[config.mk]
export PLATFORM = sky130hd
export DESIGN_NAME = exc_ctrl_unit
export DESIGN_NICKNAME = d
export VERILOG_FILES = /design/src/rtl/exc_pkg.sv /design/src/rtl/exc_arbiter.sv /design/src/rtl/exc_csr_file.sv /design/src/rtl/exc_ctrl_unit.sv
export SDC_FILE = /design/constraint.sdc
export NUM_CORES = 1
export LEC_CHECK = 0
export BUFFER_PORTS_ARGS = -buffer_cell sky130_fd_sc_hd__buf_2
export CAP_MARGIN = 20
export CELL_PAD_IN_SITES_DETAIL_PLACEMENT = 1
export CELL_PAD_IN_SITES_GLOBAL_PLACEMENT = 1
export CORE_ASPECT_RATIO = 0.8
export CORE_UTILIZATION = 37
export DETAILED_ROUTE_END_ITERATION = 10
export PLACE_DENSITY = 0.84
export SETUP_SLACK_MARGIN = 0.5
export SLEW_MARGIN = 20
export SYNTH_ARGS = -nofsm -noshare
export SYNTH_HDL_FRONTEND = slang
export SYNTH_SLANG_ARGS = --single-unit
[constraint.sdc]
create_clock -name clk -period 3.3 [get_ports clk]
set_input_delay 0.66 -clock clk [delete_from_list [all_inputs] [get_ports clk]]
set_output_delay 0.66 -clock clk [all_outputs]
set_load 0.005 [all_outputs]
[src/rtl/exc_pkg.sv]
`timescale 1ns/1ps
package exc_pkg;
   localparam int IRQ_MAX = 8;
   localparam int IDX_W   = $clog2(IRQ_MAX);
   localparam int RN_W    = 5;

   localparam logic [RN_W-1:0] RN_BADVA  = 5'd8;
   localparam logic [RN_W-1:0] RN_STATUS = 5'd12;
   localparam logic [RN_W-1:0] RN_CAUSE  = 5'd13;
   localparam logic [RN_W-1:0] RN_EPC    = 5'd14;

   localparam int ST_IE  = 0;
   localparam int ST_EXL = 1;
   localparam int ST_UM  = 4;
   localparam int ST_MSK = 8;

   localparam logic [4:0] EC_ADEL     = 5'd4;
   localparam logic [4:0] EC_ADES     = 5'd5;
   localparam logic [4:0] EC_OVF      = 5'd12;
   localparam logic [4:0] EC_IRQ_BASE = 5'd16;

   typedef struct packed {
      logic       take;
      logic       ret;
      logic       aerr;
      logic [4:0] code;
   } exc_dec_t;
endpackage

[src/rtl/exc_arbiter.sv]
`timescale 1ns/1ps
module exc_arbiter
   import exc_pkg::*;
#(
   parameter int NIRQ          = 8,
   parameter bit IRQ_HIGH_WINS = 1'b1
) (
   input  logic            boundary,
   input  logic            ovf,
   input  logic            aerr_ld,
   input  logic            aerr_st,
   input  logic            eret,
   input  logic [NIRQ-1:0] irq,
   input  logic [NIRQ-1:0] mask,
   input  logic            ie,
   input  logic            exl,
   output exc_dec_t        dec
);
   logic [NIRQ-1:0]  allowed;
   logic [IDX_W-1:0] irq_idx;
   logic             irq_any;
   logic             fault;

   assign allowed = irq & mask & {NIRQ{ie & ~exl}};
   assign fault   = ovf | aerr_ld | aerr_st;

   generate
      if (IRQ_HIGH_WINS) begin : g_high_first
         always_comb begin
            irq_idx = '0;
            irq_any = 1'b0;
            for (int i = 0; i < NIRQ; i++) begin
               if (allowed[i]) begin
                  irq_idx = IDX_W'(i);
                  irq_any = 1'b1;
               end
            end
         end
      end else begin : g_low_first
         always_comb begin
            irq_idx = '0;
            irq_any = 1'b0;
            for (int i = NIRQ - 1; i >= 0; i--) begin
               if (allowed[i]) begin
                  irq_idx = IDX_W'(i);
                  irq_any = 1'b1;
               end
            end
         end
      end
   endgenerate

   always_comb begin
      dec.take = boundary & (fault | irq_any);
      dec.ret  = boundary & eret & ~dec.take;
      dec.aerr = aerr_ld | aerr_st;
      if (aerr_ld)      dec.code = EC_ADEL;
      else if (aerr_st) dec.code = EC_ADES;
      else if (ovf)     dec.code = EC_OVF;
      else              dec.code = EC_IRQ_BASE + 5'(irq_idx);
   end
endmodule

[src/rtl/exc_csr_file.sv]
`timescale 1ns/1ps
module exc_csr_file
   import exc_pkg::*;
#(
   parameter int NIRQ = 8,
   parameter int XLEN = 32
) (
   input  logic            clk,
   input  logic            rst_n,
   input  exc_dec_t        dec,
   input  logic [XLEN-1:0] pc,
   input  logic            in_delay,
   input  logic [XLEN-1:0] fault_addr,
   input  logic [NIRQ-1:0] irq,
   input  logic            we,
   input  logic [RN_W-1:0] addr,
   input  logic [XLEN-1:0] wdata,
   output logic [XLEN-1:0] rdata,
   output logic [XLEN-1:0] status,
   output logic [XLEN-1:0] shadow,
   output logic [XLEN-1:0] epc
);
   localparam logic [XLEN-1:0] MASK_FIELD = XLEN'(((1 << NIRQ) - 1) << ST_MSK);
   localparam logic [XLEN-1:0] MODE_BITS  =
      XLEN'((1 << ST_UM) | (1 << ST_EXL) | (1 << ST_IE));
   localparam logic [XLEN-1:0] ST_WMASK   = MASK_FIELD | MODE_BITS;

   logic [XLEN-1:0] status_q, shadow_q, epc_q, badva_q;
   logic [4:0]      code_q;
   logic            bd_q;
   logic [7:0]      pend;
   logic [XLEN-1:0] cause;

   always_ff @(posedge clk) begin
      if (!rst_n) begin
         status_q <= '0;
         shadow_q <= '0;
         epc_q    <= '0;
         badva_q  <= '0;
         code_q   <= '0;
         bd_q     <= 1'b0;
      end else if (dec.take) begin
         code_q <= dec.code;
         if (!status_q[ST_EXL]) begin
            epc_q    <= pc;
            bd_q     <= in_delay;
            shadow_q <= status_q;
         end
         status_q[ST_UM]  <= 1'b0;
         status_q[ST_EXL] <= 1'b1;
         if (dec.aerr) badva_q <= fault_addr;
      end else if (dec.ret) begin
         status_q <= shadow_q;
      end else if (we) begin
         case (addr)
            RN_STATUS: status_q <= wdata & ST_WMASK;
            RN_EPC:    epc_q    <= wdata;
            default:   ;
         endcase
      end
   end

   always_comb begin
      pend           = '0;
      pend[NIRQ-1:0] = irq;
      cause          = {bd_q, 15'b0, pend, 1'b0, code_q, 2'b00};
      case (addr)
         RN_BADVA:  rdata = badva_q;
         RN_STATUS: rdata = status_q;
         RN_CAUSE:  rdata = cause;
         RN_EPC:    rdata = epc_q;
         default:   rdata = '0;
      endcase
   end

   assign status = status_q;
   assign shadow = shadow_q;
   assign epc    = epc_q;
endmodule

[src/rtl/exc_ctrl_unit.sv]
`timescale 1ns/1ps
module exc_ctrl_unit
   import exc_pkg::*;
#(
   parameter int          NIRQ          = 8,
   parameter int          XLEN          = 32,
   parameter logic [31:0] VECTOR        = 32'h8000_0180,
   parameter bit          IRQ_HIGH_WINS = 1'b1
) (
   input  logic            clk,
   input  logic            rst_n,
   input  logic            boundary_i,
   input  logic [XLEN-1:0] pc_i,
   input  logic            in_delay_i,
   input  logic            ovf_i,
   input  logic            aerr_ld_i,
   input  logic            aerr_st_i,
   input  logic [XLEN-1:0] fault_addr_i,
   input  logic [NIRQ-1:0] irq_i,
   input  logic            eret_i,
   input  logic            cp_we_i,
   input  logic [RN_W-1:0] cp_addr_i,
   input  logic [XLEN-1:0] cp_wdata_i,
   output logic [XLEN-1:0] cp_rdata_o,
   output logic            redirect_o,
   output logic [XLEN-1:0] redirect_pc_o
);
   generate
      if (NIRQ < 1 || NIRQ > IRQ_MAX) begin : g_bad_nirq
         $error("exc_ctrl_unit: NIRQ must lie in 1..8");
      end
      if (XLEN != 32) begin : g_bad_xlen
         $error("exc_ctrl_unit: register layout needs XLEN of 32");
      end
      if (VECTOR[1:0] != 2'b00) begin : g_bad_vec
         $error("exc_ctrl_unit: VECTOR must be word aligned");
      end
   endgenerate

   exc_dec_t        dec;
   logic [XLEN-1:0] status_w, shadow_w, epc_w;

   exc_arbiter #(.NIRQ(NIRQ), .IRQ_HIGH_WINS(IRQ_HIGH_WINS)) u_arb (
      .boundary (boundary_i),
      .ovf      (ovf_i),
      .aerr_ld  (aerr_ld_i),
      .aerr_st  (aerr_st_i),
      .eret     (eret_i),
      .irq      (irq_i),
      .mask     (status_w[ST_MSK +: NIRQ]),
      .ie       (status_w[ST_IE]),
      .exl      (status_w[ST_EXL]),
      .dec      (dec)
   );

   exc_csr_file #(.NIRQ(NIRQ), .XLEN(XLEN)) u_csr (
      .clk        (clk),
      .rst_n      (rst_n),
      .dec        (dec),
      .pc         (pc_i),
      .in_delay   (in_delay_i),
      .fault_addr (fault_addr_i),
      .irq        (irq_i),
      .we         (cp_we_i),
      .addr       (cp_addr_i),
      .wdata      (cp_wdata_i),
      .rdata      (cp_rdata_o),
      .status     (status_w),
      .shadow     (shadow_w),
      .epc        (epc_w)
   );

   assign redirect_o    = dec.take | dec.ret;
   assign redirect_pc_o = dec.take ? XLEN'(VECTOR) : epc_w;
endmodule

## Word level (Yosys, flattened, before mapping)

Cells that the tools add are included.

- Logic and storage cells: 71
- Input port bits: 118
- Register bits: 133
- Output and inout port bits: 65

- Bitwise operators: 14
- Multiplexer cells: 29
- Eq/ne operators: 6
- Add/subtract/negate cells: 1
- Reductions and logical operators: 13

Operators with widths:

| cell | count |
|---|---|
| 2-to-1 mux 32 bit | 9 |
| case mux 32 bit (4 select lines) | 1 |
| == test 5 x 4 -> 1 bit, second input constant | 4 |
| bitwise AND 8 bit | 2 |
| 2-to-1 mux 5 bit | 3 |
| 2-to-1 mux 3 bit | 4 |
| 2-to-1 mux 1 bit | 10 |
| AND reduction 2 bit | 4 |
| nonzero test 2 bit | 4 |
| nonzero test 3 bit | 2 |
| adder 5 x 3 -> 5 bit, first input constant | 1 |
| bitwise OR 1 bit | 5 |
| bitwise AND 1 bit | 4 |
| 2-to-1 mux 2 bit | 2 |
| AND reduction 4 bit | 1 |
| inverter 1 bit | 3 |
| AND reduction 3 bit | 1 |
| != test 2 x 1 -> 1 bit, second input constant | 1 |
| != test 2 bit, second input constant | 1 |
| OR reduction 2 bit | 1 |

## Longest topological paths before layout

Gate-level depths: netlist of run 1.

- Depth in word-level cells: 17
- Gate-level depth with buffers: 8
- Gate-level depth less buffers: 6

## Modules after synthesis

Synthesis of run 1 repeated with hierarchy kept, for this count alone.

- Cell total of the unflattened synthesis: 789
- Area total of the unflattened synthesis: 6543.8 sq um

By module, submodules not included:

| module | area an instance (sq um) | seq. area each (sq um) | instances | cells an instance |
|---|---|---|---|---|
| exc_csr_file | 6144.6 | 2662.6 | 1 | 723 |
| exc_ctrl_unit | 227.7 | 0.0 | 1 | 36 |
| exc_arbiter | 171.4 | 0.0 | 1 | 30 |

## Worst setup path before layout of run 1

No wires, ideal clock.

- Path kind: input port to output port
- Start point: input port aerr_st_i
- End point: output port redirect_pc_o[11]
- Stages: 6
- Required time: 2.640 ns
- Buffers on the path: 3
- Path slack: 0.569 ns
- Arrival time: 2.071 ns
- Cells stage by stage: or3_1 buf_2 o31ai_1 buf_2 clkbuf_1 and2_1

- Cells in the longest elaborated chain, start to end: 4

Ends and longest elaborated chain:

| item | RTL line | RTL |
|---|---|---|
| start: declaration | exc_ctrl_unit.sv:17 | `input logic aerr_st_i,` |
| bitwise OR 1 bit | exc_arbiter.sv:25 | `assign fault = ovf \| aerr_ld \| aerr_st;` |
| bitwise OR 1 bit | exc_arbiter.sv:54 | `dec.take = boundary & (fault \| irq_any);` |
| bitwise AND 1 bit | exc_arbiter.sv:54 |  |
| 2-to-1 mux 32 bit | exc_ctrl_unit.sv:74 | `assign redirect_pc_o = dec.take ? XLEN'(VECTOR) : epc_w;` |
| end: declaration | exc_ctrl_unit.sv:26 | `output logic [XLEN-1:0] redirect_pc_o` |

Every way passes these cells.

## Worst setup path after layout of run 1

- Start point: input port aerr_st_i
- End point: output port redirect_pc_o[20]

The elaborated chain is that of the path after synthesis.

==> results.yml, run 1 <==
status:
  status: "complete, no violations"
synth:
  synthFlopType: "dfxtp_1"
  synth_area_sq_um: 6100
  yosysTopAreaCell: "dfxtp_1"
  yosys-top-cells-count: "nand2_1 (208), dfxtp_1 (133), a21boi_0 (63)"
  netlist_top_cells_area: "dfxtp_1 (44%), nand2_1 (13%), a21boi_0 (7.7%)"
  syn_nets: 865
  synthCells: 747
  synth_edf_count: 0
  synth_most_common_cell: "nand2_1"
  yosysTopAreaCellShare: 0.436
  yosysWarnings: 0
  async_flop_share: 0
  yosysSeqAreaShare: 0.436
  ys_ff_latch: 133
  synth.avg_cell_area_sq_um: 8.17
  synth_cell_type_count: 40
timing:
  rsz0062_at_grt: "no"
  timing.final.crit_share: 0.844
  max_freq_mhz: 359
  skew_ps: 6.92
  tightest_slew_ps: 1060
  whs_ps: 454
  slew_headroom: 0.288
  slew_violations: 0
  hold_viol_final: 0
  timing.final.crit_period_ps: 2780
  setup_ws_ps: 515
  setup_tns_ps: 0
  setup_viol: 0
placement:
  gp_congestion: 0.777
  numPortBuffers: 182
  hpwl_um: 13400
  placed_area_sq_um: 7300
  dpl_worst_slack_ps: 268
grt:
  grt_max_degree: 69
  grt_pass1_wl_um: 32700
  antenna_found_initial: 1
  grt_usage: 0.248
  gr-total-overflow: 0
  grt_pass1_vias: 6040
cts:
  cts_buffer_depth: 2
  cts-buffers-inserted: 17
  clk_pin_slew_ps: 50
  cts_max_level: 4
  cts_tree: "done"
  hold_buffers: 0
  clock-sinks: 133
  clkLatencyLatePin_ps: 410
  cts-root-buf: "clkbuf_16"
critical_path:
  crit_path_end_kind: "output pin"
  critPathKind: "input pin to output pin"
  crit_family: "buffers and inverters"
  cpPeakStageDelay_ps: 410
  cp_max_fo: 15
  cpMostUsedCell: "buf_2"
  required_ps: 2640
  start_kind: "input pin"
  cp.arrival_ps: 2120
  crit_chain: "buf_2 -> or3_4 -> o31ai_4 -> buf_4 -> buf_12 -> and2_1 -> buf_2"
  r2r_slack_ps: 800
  cpMaxStageDelayCell: "or3_4"
  cp_num_buf_inv: 4
power:
  switching_share: 0.244
  ir_worst_vdd_v: 0.000333
  pwr-share-comb: 0.116
  p_leak_uw: 0.00342
  internal-power_uw: 3130
  switching_power_uw: 1010
  seqPwrFrac: 0.419
  fin_total_pwr_uw: 4140
  clock_power_share: 0.465
  power_density_nw_per_um2: 516
die:
  coreArea_sq_um: 16000
  start_util: 0.383
  row_count: 41
  die_h_um: 117
  die_x_um: 146
  boundaryPins: 183
  die-area_sq_um: 17000
layout:
  area_growth_pct: 31.5
  final_cell_area_sq_um: 8030
  nets: 1029
  drive_above_1_share: 0.276
  diodes: 0
routing:
  via_per_inst: 5.41
  drt_iter0_drc: 382
  vias: 6160
  ant_nets: 0
  wl_um: 21200
  routedWlPerCell_um: 18.6
  drc_errors: 0
  drt-pass1-iter-count: 8
min_path:
  hp-class: "flop to flop"
job:
  maxCapViolations: 0
==> metal layers <==
layer,track usage,part of all wire,vias to the layer above
met2,0.410,0.46,208
met5,0,0.00061,-
met3,0.0616,0.071,21
li1,-,-,2957
met4,0.0744,0.0090,2
met1,0.323,0.45,2972
==> sequential cells by signal, indices dropped and copies added, names as in the netlist <==
signal         count
u_csr.badva_q     32
u_csr.epc         32
u_csr.code_q       5
u_csr.status      32
u_csr.shadow      31
u_csr.bd_q         1
==> metrics by stage <==
step | instances | utilization
floorplan | 747 | -
global placement | 1101 | 0.457
detailed placement | 1101 | 0.457
CTS | 1135 | 0.498
global route | 1139 | 0.503
finish | 1139 | 0.503
==> layout make-up <==
cell class | count | area, sq um
clock buffers | 23 | 478
clock inverters | 9 | 125
fillers | 1941 | 7930
inverters | 20 | 75.1
multi-input cells | 532 | 3180
flip-flops and latches | 133 | 2660
well taps | 215 | 269
repair buffers | 207 | 1230
==> worst paths after layout <==
path,cells after the start,end,start
worst max-delay path,7,redirect_pc_o[20],aerr_st_i
worst min-delay path,2,u_csr.shadow[18]$_SDFFE_PN0P_,u_csr.shadow[18]$_SDFFE_PN0P_
worst max register to register,9,u_csr.shadow[24]$_SDFFE_PN0P_,u_csr.status[9]$_SDFFE_PN0P_
worst min register to register,2,u_csr.shadow[18]$_SDFFE_PN0P_,u_csr.shadow[18]$_SDFFE_PN0P_
==> power by group through the flow <==
stage | Sequential [uW] | Combinational [uW] | Clock, uW
2_1_floorplan | 1750 | 253 | 0
3_3_place_gp | 1760 | 441 | 0
3_5_place_dp | 1770 | 453 | 0
4_1_cts | 1730 | 468 | 1960
5_1_grt | 1740 | 530 | 2030
6_report | 1730 | 480 | 1920
==> layout by cell type (no fill, tap or decap), types with 2 or more instances in the layout <==
| cell | netlist | final |
|---|---|---|
| clkbuf_16 | 0 | 18 |
| clkinv_2 | 0 | 4 |
| a22oi_1 | 23 | 21 |
| a22o_1 | 15 | 15 |
| and2_1 | 30 | 30 |
| a21boi_0 | 63 | 63 |
| clkbuf_8 | 0 | 3 |
| o21ai_4 | 1 | 2 |
| a222oi_1 | 18 | 18 |
| a21boi_1 | 3 | 3 |
| a22oi_2 | 0 | 2 |
| buf_2 | 14 | 181 |
| inv_1 | 20 | 20 |
| clkinvlp_4 | 0 | 2 |
| nor3_2 | 0 | 2 |
| o21ai_0 | 15 | 15 |
| clkbuf_1 | 43 | 3 |
| dfxtp_1 | 133 | 132 |
| a221o_1 | 14 | 14 |
| nand2b_1 | 4 | 3 |
| bufinv_16 | 0 | 3 |
| buf_12 | 0 | 7 |
| mux2i_1 | 10 | 10 |
| a31oi_1 | 36 | 35 |
| nor2b_1 | 25 | 25 |
| nor2_1 | 4 | 3 |
| a21oi_1 | 15 | 15 |
| o21ai_1 | 29 | 28 |
| nand2_1 | 208 | 208 |
| buf_4 | 1 | 16 |
==> cells by family after synthesis <==
group,count (synthesis),share of synthesized area
muxes,11,0.0182
AOI/OAI and AO/OA,241,0.287
DFF,133,0.436
and+or+nand+nor,280,0.201
buffers and inverters,82,0.0576
==> worst register-to-register path: stages (launching register included) <==
cell       delay [ps]
dfxtp_1           430
a22oi_2           110
a31oi_1           180
buf_4             200
o31ai_4            80
buf_4             160
clkbuf_16         180
nor2_4            680
nand2_1           150
a21boi_0          240
==> what timing repair did <==
item,CTS,global route
pin swaps,1,1
setup buffers,1,3
resized for setup,2,7
gates cloned,1,1
setup endpoints to repair,31,31
hold endpoints to repair,0,0
No activity file was read; power rests on OpenSTA's default activity.
==> inputs of run 2 (changes only) <==
==> constraint.sdc (replaced) <==
create_clock -name clk -period 2.8 [get_ports clk]
set_input_delay 0.56 -clock clk [delete_from_list [all_inputs] [get_ports clk]]
set_output_delay 0.56 -clock clk [all_outputs]
set_load 0.005 [all_outputs]
==> run 2 against run 1 <==
Global-route usage increased by 2.8 points. Worst hold slack got worse by 70 ps. Final cell count increased by 3.7%. Clock skew increased by 1.0 ps. Largest power group unchanged.
==> results.yml, run 2 (same netlist as run 1, synthesis figures left out) <==
grt:
  grt_max_degree: 69
  grt_usage: 0.276
  grt_pass1_vias: 6590
  grt_pass1_wl_um: 36000
  antenna_found_initial: 3
  gr-total-overflow: 0
placement:
  numPortBuffers: 182
  placed_cells: 1104
  gp_congestion: 0.762
  dpl_worst_slack_ps: 81.9
  hpwl_um: 13700
routing:
  drt_iter0_drc: 498
  wl_um: 24700
  drt-pass1-iter-count: 6
  via_per_inst: 5.57
  routedWlPerCell_um: 20.9
  ant_nets: 0
  vias: 6581
  drc_errors: 0
timing:
  hold_viol_final: 0
  timing.final.crit_period_ps: 2550
  setup_viol: 0
  setup_ws_ps: 245
  slew_headroom: 0.344
  setup_tns_ps: 0
  max_freq_mhz: 391
  tightest_slew_ps: 983
  rsz0062_at_grt: "yes"
  slew_violations: 0
  timing.final.crit_share: 0.912
  skew_ps: 7.94
  whs_ps: 384
cts:
  cts_tree: "done"
  cts-buffers-inserted: 17
  hold_buffers: 0
  cts-root-buf: "clkbuf_16"
  clkLatencyLatePin_ps: 420
  clock-sinks: 133
  clk_pin_slew_ps: 60
  cts_max_level: 4
  cts_buffer_depth: 2
min_path:
  hp-class: "input pin to flop"
  holdPathStages: 3
  hp-start: "fault_addr_i[9]"
  min_to: "u_csr.badva_q[9]$_SDFFE_PN0P_"
power:
  internal-power_uw: 3850
  clock_power_share: 0.462
  pwr-share-comb: 0.140
  ir_worst_vdd_v: 0.000422
  power_density_nw_per_um2: 587
  seqPwrFrac: 0.399
  switching_power_uw: 1300
  switching_share: 0.253
  p_leak_uw: 0.00376
job:
  maxCapViolations: 0
die:
  start_util: 0.383
  die_x_um: 146
  coreArea_sq_um: 16000
  boundaryPins: 183
  die_h_um: 117
  die-area_sq_um: 17000
  row_count: 41
layout:
  layout_common_cells: "nand2_1 (208), buf_2 (171), dfxtp_1 (127)"
  drive_above_1_share: 0.318
  final_cells: 1181
  final_core_util: 0.549
  nFillCells: 1905
  nets: 1070
  layout_commonest_cell: "nand2_1"
  area_growth_pct: 43.6
critical_path:
  cp.arrival_ps: 1990
  cpMostUsedCell: "buf_6"
  r2r_slack_ps: 400
  reg2reg_depth: 8
  cpMaxStageDelayCell: "dfxtp_4"
  r2r-start: "u_csr.status[1]$_SDFFE_PN0P_"
  crit_path_end_kind: "output pin"
  required_ps: 2240
  start_kind: "flop"
  cp_max_fo: 7
  critPathKind: "flop to output pin"
  rr_endpoint: "u_csr.shadow[8]$_SDFFE_PN0P_"
  cpPeakStageDelay_ps: 430
  crit_chain: "nand2b_4 -> a31oi_4 -> buf_4 -> buf_6 -> buf_6 -> o41a_1 -> buf_6"
status:
  status: "complete, no violations"
==> run 2: changes by cell type in the layout (fill, tap and decap cells not counted), moves of 4 or more <==
| cell | previous run | this run |
|---|---|---|
| and2_1 | 30 | 26 |
| and2_4 | 0 | 4 |
| buf_12 | 7 | 12 |
| buf_16 | 0 | 6 |
| buf_2 | 181 | 171 |
| buf_4 | 16 | 32 |
| buf_6 | 1 | 18 |
| dfxtp_1 | 132 | 127 |
==> run 2: cell type report <==
cell class | count | area [sq um] | area share
tap | 215 | 269 | 0.0307
antenna | 2 | 5.00 | 0.000571
inverter | 20 | 75.1 | 0.00857
multi-input combinational | 533 | 3240 | 0.370
clock inverter | 9 | 151 | 0.0173
sequential | 133 | 2680 | 0.305
timing repair buffer | 247 | 1880 | 0.215
clock buffer | 22 | 464 | 0.0530
==> run 2: stage by stage <==
| stage | cell area (sq um) | total power (uW) |
|---|---|---|
| 3_5_place_dp | 7340 | 2620 |
| 5_1_grt | 8760 | 5310 |
| 6_report | 8760 | 5150 |
| 4_1_cts | 8430 | 5060 |
| 2_1_floorplan | 6170 | 2370 |
| 3_3_place_gp | 7340 | 2600 |
==> run 2: timing repair <==
| item | 4_1_cts | 5_1_grt |
|---|---|---|
| pin swaps | 13 | 29 |
| gates cloned | 9 | 6 |
| endpoints found under the setup margin | 99 | 131 |
| setup buffers | 18 | 11 |
| resized for setup | 30 | 30 |
==> run 2: layer usage <==
layer / global-route usage / vias to the layer above / part of all wire
li1: - / 3043 / -
met1: 0.343 / 3263 / 0.44
met2: 0.480 / 234 / 0.47
met3: 0.0570 / 39 / 0.062
met4: 0.0996 / 2 / 0.026
met5: 0 / - / 0.00057
==> run 2: critical path, delay by kind of cell, from the launching register on <==
family	cells	cell delay, ps
compound gates	2	410
simple gates	1	200
buf+inv	4	530
flops	1	430
==> run 2: power groups by stage <==
| stage | sequential [uW] | clock, uW | combinational, uW |
|---|---|---|---|
| 2_1_floorplan | 2060 | 0 | 308 |
| 5_1_grt | 2060 | 2480 | 772 |
| 3_3_place_gp | 2090 | 0 | 516 |
| 3_5_place_dp | 2090 | 0 | 532 |
| 4_1_cts | 2050 | 2390 | 613 |
| 6_report | 2050 | 2380 | 719 |
==> run 2: worst max path at each step <==
stage,startpoint,cells after the start,to,slack [ps]
after detailed placement,aerr_st_i,6,redirect_pc_o[21],80
after global routing,u_csr.status[1]$_SDFFE_PN0P_,7,redirect_pc_o[25],190
final,u_csr.status[1]$_SDFFE_PN0P_,7,redirect_o,250
after global placement,aerr_st_i,6,redirect_pc_o[21],130
after floorplan,cp_addr_i[0],5,cp_rdata_o[13],500
after CTS,u_csr.status[9]$_SDFFE_PN0P_,7,redirect_pc_o[21],290
==> inputs of run 3 (changes only) <==
--- a/config.mk
+++ b/config.mk
@@ -14,7 +14,7 @@
 export DETAILED_ROUTE_END_ITERATION = 10
 export PLACE_DENSITY = 0.84
 export SETUP_SLACK_MARGIN = 0.5
-export SLEW_MARGIN = 20
+export SKIP_CTS_REPAIR_TIMING = 1
 export SYNTH_ARGS = -nofsm -noshare
 export SYNTH_HDL_FRONTEND = slang
 export SYNTH_SLANG_ARGS = --single-unit
==> constraint.sdc (replaced) <==
create_clock -name clk -period 2.8 [get_ports clk]
set_input_delay 0.28 -clock clk [delete_from_list [all_inputs] [get_ports clk]]
set_output_delay 0.28 -clock clk [all_outputs]
set_load 0.005 [all_outputs]
==> run 3 against run 2 <==
Worst hold slack lost 270 ps. Die area is the same. Flip-flop and latch count is the same. Register-to-register slack gained 200 ps. Utilization shrank 4.5 points. Power shrank 11%. Clock power shrank 18%. Combinational power shrank 18%. Maximum frequency grew 8.0%. Final cell count shrank 2.7%. Sequential power is essentially flat. Clock skew grew 0.95 ps. Largest power group is now sequential cells. Highest routed layer unchanged.
==> results.yml, run 3 (same netlist as run 1, synthesis figures left out) <==
critical_path:
  required_ps: 2520
  crit_path_end_kind: "output pin"
  cp_max_fo: 14
  start_kind: "flop"
  r2r_slack_ps: 600
  cp.arrival_ps: 2090
  critPathKind: "flop to output pin"
routing:
  vias: 6179
  wl_um: 21300
  ant_nets: 0
  drt_iter0_drc: 425
  drt-pass1-iter-count: 7
  drc_errors: 0
  routedWlPerCell_um: 18.5
  via_per_inst: 5.38
cts:
  cts-root-buf: "clkbuf_16"
  cts_buffer_depth: 2
  cts_max_level: 4
  cts-buffers-inserted: 17
  clkLatencyLatePin_ps: 410
  clk_pin_slew_ps: 50
  cts_tree: "done"
  clock-sinks: 133
timing:
  slew_violations: 0
  setup_viol: 0
  rsz0062_at_grt: "yes"
  skew_ps: 8.89
  whs_ps: 115
  timing.final.crit_share: 0.845
  max_freq_mhz: 423
  hold_viol_final: 0
  setup_tns_ps: 0
  timing.final.crit_period_ps: 2370
  tightest_slew_ps: 555
  slew_headroom: 0.630
die:
  die_x_um: 146
  row_count: 41
  boundaryPins: 183
  die_h_um: 117
  coreArea_sq_um: 16000
  die-area_sq_um: 17000
  start_util: 0.383
power:
  p_leak_uw: 0.00344
  ir_worst_vdd_v: 0.000390
  power_density_nw_per_um2: 571
placement:
  placed_cells: 1103
  hpwl_um: 13400
  numPortBuffers: 182
  gp_congestion: 0.773
grt:
  gr-total-overflow: 0
  grt_max_degree: 73
  grt_pass1_wl_um: 32200
  grt_usage: 0.242
  antenna_found_initial: 1
  grt_pass1_vias: 6046
layout:
  nFillCells: 1966
  area_growth_pct: 31.9
  seq_area_sq_um: 2670
  final_cells: 1149
  layout_common_cells: "nand2_1 (208), buf_2 (181), dfxtp_1 (130)"
  drive_above_1_share: 0.285
  final_core_util: 0.504
  multi_input_area_sq_um: 3200
  layout_commonest_cell: "nand2_1"
  nets: 1042
  diodes: 0
job:
  maxCapViolations: 0
min_path:
  hp-class: "input pin to flop"
status:
  status: "complete, no violations"
==> run 3: per-layer routing <==
layer  part of all wire  vias to the layer above  global-route usage
met2               0.47                      192               0.400
met5            0.00061                        -                   0
met1               0.46                     2991               0.316
met3              0.066                       15              0.0651
met4             0.0078                        2              0.0632
li1                   -                     2979                   -
==> run 3: critical path: stages (launching register included) <==
cell and delay, ps:
dfxtp_4 350, a22oi_2 230, a31oi_4 180, o31ai_4 340
buf_6 190, buf_12 140, and2_1 130, buf_2 110
==> run 3: per-stage QoR <==
step	area [sq um]	setup slack, ps	power [uW]
4_1_cts	7800	5.25	4580
5_1_grt	8050	366	4790
2_1_floorplan	6100	829	2360
3_3_place_gp	7290	496	2600
6_report	8050	435	4590
3_5_place_dp	7290	362	2620
==> run 3: path summary, 6_finish.rpt <==
kind / startpoint / depth (start not counted) / end
hold / removal: fault_addr_i[16] / 3 / u_csr.badva_q[16]$_SDFFE_PN0P_
setup reg to reg: u_csr.status[13]$_SDFFE_PN0P_ / 8 / u_csr.epc[1]$_SDFFE_PN0P_
hold reg to reg: u_csr.shadow[20]$_SDFFE_PN0P_ / 2 / u_csr.shadow[20]$_SDFFE_PN0P_
setup / recovery: u_csr.status[13]$_SDFFE_PN0P_ / 7 / redirect_pc_o[26]
==> run 3: layout make-up <==
cell class / count / area share
inverters: 20 / 0.00933
repair buffers: 220 / 0.165
clock buffers: 24 / 0.0599
clock inverters: 5 / 0.00342
flip-flops and latches: 133 / 0.332
well taps: 215 / 0.0334
multi-input cells: 532 / 0.398
==> run 3: where the power goes <==
| group | internal, uW | switching, uW | leakage (uW) |
|---|---|---|---|
| combinational | 258 | 330 | 0.00210 |
| clock | 1180 | 783 | 0.000252 |
| sequential | 1980 | 64.9 | 0.00109 |
